==> config.mk <==
export PLATFORM = sky130hd
export DESIGN_NAME = rd_packet_router
export DESIGN_NICKNAME = d
export VERILOG_FILES = /design/src/rtl/rdr_pkg.sv /design/src/rtl/rdr_classify.sv /design/src/rtl/rdr_event_skid.sv /design/src/rtl/rdr_chunker.sv /design/src/rtl/rd_packet_router.sv
export SDC_FILE = /design/constraint.sdc
export NUM_CORES = 1
export LEC_CHECK = 0
export ABC_AREA = 1
export CELL_PAD_IN_SITES_DETAIL_PLACEMENT = 0
export CELL_PAD_IN_SITES_GLOBAL_PLACEMENT = 1
export CORE_MARGIN = 2
export CORE_UTILIZATION = 36
export CTS_CLUSTER_DIAMETER = 120
export DETAILED_ROUTE_END_ITERATION = 8
export PLACE_DENSITY_LB_ADDON = 0.1
export SLEW_MARGIN = 20
export SYNTH_ARGS = -nofsm -noshare
export SYNTH_HDL_FRONTEND = slang
export SYNTH_SLANG_ARGS = --single-unit
==> constraint.sdc <==
create_clock -name clk -period 1.7 [get_ports clk]
set_input_delay 0.17 -clock clk [delete_from_list [all_inputs] [get_ports clk]]
set_output_delay 0.17 -clock clk [all_outputs]
set_load 0.05 [all_outputs]
==> src/rtl/rdr_pkg.sv <==
package rdr_pkg;
  localparam int PKT_W     = 10;
  localparam int BYTE_W    = 8;
  localparam int START_POS = 9;
  localparam int TYPE_POS  = 8;

  typedef enum logic [1:0] {
    KIND_IDLE     = 2'd0,
    KIND_EVENT    = 2'd1,
    KIND_REGIONAL = 2'd2
  } pkt_kind_e;
endpackage

==> src/rtl/rdr_classify.sv <==
module rdr_classify
  import rdr_pkg::*;
(
  input  logic [PKT_W-1:0]  pkt,
  output pkt_kind_e         kind,
  output logic [BYTE_W-1:0] payload
);
  always_comb begin
    if (!pkt[START_POS])    kind = KIND_IDLE;
    else if (pkt[TYPE_POS]) kind = KIND_REGIONAL;
    else                    kind = KIND_EVENT;
  end

  assign payload = pkt[BYTE_W-1:0];
endmodule

==> src/rtl/rdr_event_skid.sv <==
module rdr_event_skid #(
  parameter int W     = 8,
  parameter int DEPTH = 2
) (
  input  logic         clk,
  input  logic         rst_n,
  input  logic         push,
  input  logic [W-1:0] din,
  output logic         full,
  output logic         out_valid,
  input  logic         out_ready,
  output logic [W-1:0] out_data
);
  localparam int AW = (DEPTH > 1) ? $clog2(DEPTH) : 1;
  localparam int CW = $clog2(DEPTH + 1);

  logic [W-1:0]  mem [DEPTH];
  logic [AW-1:0] wr_ptr, rd_ptr;
  logic [CW-1:0] count;
  logic          pop;

  assign full      = (count == CW'(DEPTH));
  assign out_valid = (count != '0);
  assign out_data  = mem[rd_ptr];
  assign pop       = out_valid && out_ready;

  function automatic logic [AW-1:0] bump(input logic [AW-1:0] p);
    return (p == AW'(DEPTH - 1)) ? '0 : p + AW'(1);
  endfunction

  always_ff @(posedge clk) begin
    if (!rst_n) begin
      wr_ptr <= '0;
      rd_ptr <= '0;
      count  <= '0;
    end else begin
      if (push) begin
        mem[wr_ptr] <= din;
        wr_ptr      <= bump(wr_ptr);
      end
      if (pop) rd_ptr <= bump(rd_ptr);
      if (push && !pop)      count <= count + CW'(1);
      else if (pop && !push) count <= count - CW'(1);
    end
  end
endmodule

==> src/rtl/rdr_chunker.sv <==
module rdr_chunker #(
  parameter int TAG_W     = 20,
  parameter int BYTE_W    = 8,
  parameter int MAX_CHUNK = 16
) (
  input  logic              clk,
  input  logic              rst_n,
  input  logic              rd_push,
  input  logic [BYTE_W-1:0] rd_byte,
  input  logic [TAG_W-1:0]  tag_in,
  input  logic              close_req,
  output logic              rd_can,
  output logic              tf_valid,
  input  logic              tf_ready,
  output logic              tf_tag,
  output logic [TAG_W-1:0]  tf_data
);
  localparam int CW = $clog2(MAX_CHUNK + 1);

  logic              out_free;
  logic              pend_valid;
  logic [BYTE_W-1:0] pend_byte;
  logic              in_group;
  logic [CW-1:0]     cnt;
  logic [CW-1:0]     cnt_nxt;

  assign out_free = !tf_valid || tf_ready;
  assign rd_can   = out_free && !pend_valid;
  assign cnt_nxt  = cnt + CW'(1);

  always_ff @(posedge clk) begin
    if (!rst_n) begin
      tf_valid   <= 1'b0;
      tf_tag     <= 1'b0;
      tf_data    <= '0;
      pend_valid <= 1'b0;
      pend_byte  <= '0;
      in_group   <= 1'b0;
      cnt        <= '0;
    end else begin
      if (tf_valid && tf_ready) tf_valid <= 1'b0;
      if (pend_valid && out_free) begin
        // second word of a group opening: the held payload
        tf_valid   <= 1'b1;
        tf_tag     <= 1'b0;
        tf_data    <= TAG_W'(pend_byte);
        pend_valid <= 1'b0;
        cnt        <= CW'(1);
        if (MAX_CHUNK == 1) in_group <= 1'b0;
      end else if (rd_push) begin
        if (!in_group) begin
          tf_valid   <= 1'b1;
          tf_tag     <= 1'b1;
          tf_data    <= tag_in;
          pend_valid <= 1'b1;
          pend_byte  <= rd_byte;
          in_group   <= 1'b1;
        end else begin
          tf_valid <= 1'b1;
          tf_tag   <= 1'b0;
          tf_data  <= TAG_W'(rd_byte);
          cnt      <= cnt_nxt;
          if (cnt_nxt == CW'(MAX_CHUNK)) in_group <= 1'b0;
        end
      end
      if (close_req) in_group <= 1'b0;
    end
  end
endmodule

==> src/rtl/rd_packet_router.sv <==
module rd_packet_router
  import rdr_pkg::*;
#(
  parameter int LINK_W    = 8,
  parameter int BCID_W    = 12,
  parameter int MAX_CHUNK = 16,
  parameter int EV_DEPTH  = 2,
  localparam int TAG_W    = LINK_W + BCID_W
) (
  input  logic              clk,
  input  logic              rst_n,
  input  logic              in_valid,
  output logic              in_ready,
  input  logic [PKT_W-1:0]  in_pkt,
  input  logic [LINK_W-1:0] link_id,
  input  logic [BCID_W-1:0] bcid,
  output logic              ev_valid,
  input  logic              ev_ready,
  output logic [BYTE_W-1:0] ev_data,
  output logic              tf_valid,
  input  logic              tf_ready,
  output logic              tf_tag,
  output logic [TAG_W-1:0]  tf_data
);
  pkt_kind_e         kind;
  logic [BYTE_W-1:0] payload;
  logic              ev_full, ev_push, rd_push, rd_can;

  rdr_classify u_cls (.pkt(in_pkt), .kind(kind), .payload(payload));

  always_comb begin
    case (kind)
      KIND_REGIONAL: in_ready = rd_can;
      KIND_EVENT:    in_ready = !ev_full;
      default:       in_ready = 1'b1;
    endcase
  end

  assign ev_push = in_valid && (kind == KIND_EVENT) && !ev_full;
  assign rd_push = in_valid && (kind == KIND_REGIONAL) && rd_can;

  rdr_event_skid #(.W(BYTE_W), .DEPTH(EV_DEPTH)) u_ev (
    .clk(clk), .rst_n(rst_n), .push(ev_push), .din(payload), .full(ev_full),
    .out_valid(ev_valid), .out_ready(ev_ready), .out_data(ev_data)
  );

  rdr_chunker #(.TAG_W(TAG_W), .BYTE_W(BYTE_W), .MAX_CHUNK(MAX_CHUNK)) u_rd (
    .clk(clk), .rst_n(rst_n), .rd_push(rd_push), .rd_byte(payload),
    .tag_in({link_id, bcid}), .close_req(ev_push), .rd_can(rd_can),
    .tf_valid(tf_valid), .tf_ready(tf_ready), .tf_tag(tf_tag), .tf_data(tf_data)
  );
endmodule

==> impl_results.md <==
* Status: finished clean
* HPWL after DPL at 4465 um
* Max Freq at 606.6 MHz
* Syn Inst Count at 317
* Synth unique cells at 28
* Power Total at 0.003371 W
* Synth top area share at 31.91%
* Clock Tree Root: clkbuf_8
* Post-route clock skew at 0.005535 ns
* CTS clk-pin slew, worst paths at 0.07 ns
* Clk_lat worst skew at 0.33 ns
* Syn. warnings at 0
* Ys async rst share at 0%
* DRC violations left at 0
* I/O Buffers at 66
* Delay-heaviest family, CP: buffers and inverters
* Arrival time worst endpoint at 1.48 ns
* Chip Width at 89.56 um
* CTS buffer count at 9
* Detailed Route WL at 6443 um
* First-pass GRT wire length at 10140 um
* Worst-case clock buffer depth at 2
* Cell area after synthesis at 2635 sq um
* Power Density at 930.4 nW/um^2
* N_diodes at 0
* Total core area at 7176 sq um
* Largest fanout on the critical path at 2
* HP Start: bcid[11]
* Initial Util at 36.72%
* Largest net degree at the start of global routing at 24
* Critical-path cell list: clkdlybuf4s50_1
* Leakage power at 1.532 nW
* Fillers at 708
* Final period utilization at 96.97%
* Final ANT Viol Nets at 0
* Slew @ Worst Pin at 0.5259 ns
* Final Non-Filler Cells at 500
* Hold path endpoint: u_rd.tf_data[11]
* Type of origin of the critical path: flip-flop
* Initial antenna violation count at 0
* Starting DRT DRC Count at 92
* Unrepaired setup endpoints after global routing: false
* Critical path class: reg2out
* Post-CTS setup buffers at 0
* Final Hold Fails at 0
* Layout cells sized above 1 at 17.71%
* Total clock sinks at 58
* Area leader, netlist: dfxtp_1
* Setup crit end kind: primary output
* Crit. path cell count at 1
* Number of synthesized flops with an enable pin at 16
* Final GP Congestion at 0.7480
* CP Buf/Inv Count at 1
* Hold Path Cell Cnt at 3
* Minimum clock period after layout at 1.648 ns
* FF-to-FF Start: u_ev.count[0]
* Flop2flop setup slack at 0.21 ns
* Area grow syn2layout at 37.51%
* CTS H-Tree Depth at 3
* CTS tree: yes
* Final Slew Violations at 0
* Number of max-cap violations at 0
* # hold bufs at CTS at 0
* Post-CTS sizing at 0
* Top-count cell post-synth: nand2_1
* Top FF cell, synth: dfxtp_1
* Yosys reg bits at 58
* Vias per inst at 4.646
* Max stage delay on crit path at 0.81 ns
* Reg2Reg Depth at 9
* Worst R2R End: u_ev.count[1]
* Setup Viol. Count Final at 0
* Top area cells in the synthesized netlist: dfxtp_1 (32%), edfxtp_1 (18%), nand2_1 (13%), nand3_1 (6.3%), nor2_1 (5.0%)
* Commonest cells in the netlist: nand2_1 (94), dfxtp_1 (42), nor2_1 (35)
* GRT Total Usage at 17.08%
* Mapped Nets at 355
* VDD IR max at 0.4422 mV
* Via count at 2323
* Avg Synthesized Cell Area at 8.312 sq um
* Vias in the first global route at 2085
* Hold Crit Class: in2reg
* Die Height at 89.56 um
* Inst Count DP at 484
* Wire length per cell at 12.89 um
* Die area at 8020 sq um
* Slew HR at 64.89%
* # IOs at 67
* Fin nets at 434
* Detailed Routing Iterations Pass 1 at 4
* Critical Path RT at 1.53 ns
* Sequential share of the synthesized area at 50.14%
* Aggregate global routing overflow at 0
* Slowest CP cell: clkdlybuf4s50_1
* Row Count at 31
-- worst register-to-register path, stage by stage (launching register included) --
cell	delay, ns
dfxtp_1	0.31
inv_1	0.08
nand2_1	0.07
nand3_1	0.08
nor2_1	0.20
ha_1	0.29
a21oi_1	0.11
o21ai_0	0.11
nor2_1	0.10
nor2_1	0.05
-- cell type report --
| type | count | area (sq um) | area share, % |
|---|---|---|---|
| Clock inverter | 6 | 33.78 | 0.9323 |
| Multi-Input combinational cell | 226 | 1145 | 31.60 |
| Inverter | 18 | 67.56 | 1.865 |
| Clock buffer | 10 | 127.6 | 3.522 |
| Sequential cell | 58 | 1323 | 36.50 |
| Timing Repair Buffer | 83 | 803.3 | 22.17 |
| Tap cell | 99 | 123.9 | 3.419 |
-- report_power, final --
| group | leakage, nW | internal [W] | switching [W] | total, W |
|---|---|---|---|---|
| Clock | 0.0795 | 0.000515 | 0.000553 | 0.00107 |
| Sequential | 0.487 | 0.00149 | 0.0000458 | 0.00153 |
| Combinational | 0.965 | 0.000306 | 0.000465 | 0.000770 |
| Total | 1.53 | 0.00231 | 0.00106 | 0.00337 |
-- per-layer routing --
metal	vias up	part of all wire (%)	track usage (%)	routed length [um]
met2	48	47	27.27	3014
met4	0	1.1	5.156	68
li1	1199	-	-	-
met5	-	0	0	0
met3	6	5.0	5.817	324
met1	1070	47	21.85	3035
-- state kept, by name, indices dropped and copies added, names as in the netlist, named ones only --
| signal | flops |
|---|---|
| u_ev.count | 2 |
| u_ev.mem | 16 |
| u_ev.rd_ptr | 1 |
| u_ev.wr_ptr | 1 |
| u_rd.cnt | 5 |
| u_rd.in_group | 1 |
| u_rd.pend_byte | 8 |
| u_rd.pend_valid | 1 |
| u_rd.tf_data | 20 |
| u_rd.tf_tag | 1 |
| u_rd.tf_valid | 1 |
-- cells in the final DEF (no fill, tap or decap) --
cell type,n
a21oi_1,26
a21oi_2,1
a21oi_4,1
buf_12,4
buf_4,30
clkbuf_1,1
clkbuf_8,9
clkdlybuf4s50_1,46
clkinv_1,1
clkinv_2,3
clkinvlp_4,2
dfxtp_1,41
dfxtp_2,1
dlymetal6s2s_1,3
edfxtp_1,16
ha_1,3
inv_1,15
inv_2,3
mux2_2,8
nand2_1,94
nand2_2,2
nand2_4,1
nand2_8,1
nand3_1,33
nand3_2,1
nand3_4,1
nand3b_1,8
nand4_1,2
nor2_1,35
nor2_4,2
nor3_2,1
o211ai_1,1
o21ai_0,4
xor2_1,1
-- worst max-delay path by stage --
stage | slack (ns) | from | endpoint
finish | 0.05 | u_rd.tf_data[16] | tf_data[16]
global route | 0.005 | u_rd.tf_data[19] | tf_data[19]
CTS | 0.03 | u_rd.tf_data[15] | tf_data[15]
detailed placement | -0.04 | in_pkt[8] | u_ev.count[1]
global placement | 0.02 | in_pkt[8] | u_ev.count[1]
floorplan | 0.06 | u_ev.count[0] | u_ev.count[1]
-- stage by stage --
step                      area, sq um  TNS (ns)  setup WS (ns)  hold WS [ns]  utilization [%]
after floorplan                  2636         0        0.06022        0.2689                -
after global placement           3455         0        0.02478        0.4482            48.14
after detailed placement         3455  -0.04105       -0.04105        0.4523            48.14
after CTS                        3616         0        0.02872        0.3931            50.39
after global routing             3623         0       0.004827        0.4124            50.50
final                            3623         0        0.05154        0.4007            50.50
-- logic make-up after synthesis --
| logic type | synth area share, % |
|---|---|
| simple gates | 31.34 |
| flops | 50.14 |
| compound gates | 6.933 |
| buf+inv | 6.410 |
| mux | 3.419 |
| fa+ha+maj | 1.425 |
| xor+xnor | 0.3324 |
Power figures use the tool's default switching activity.
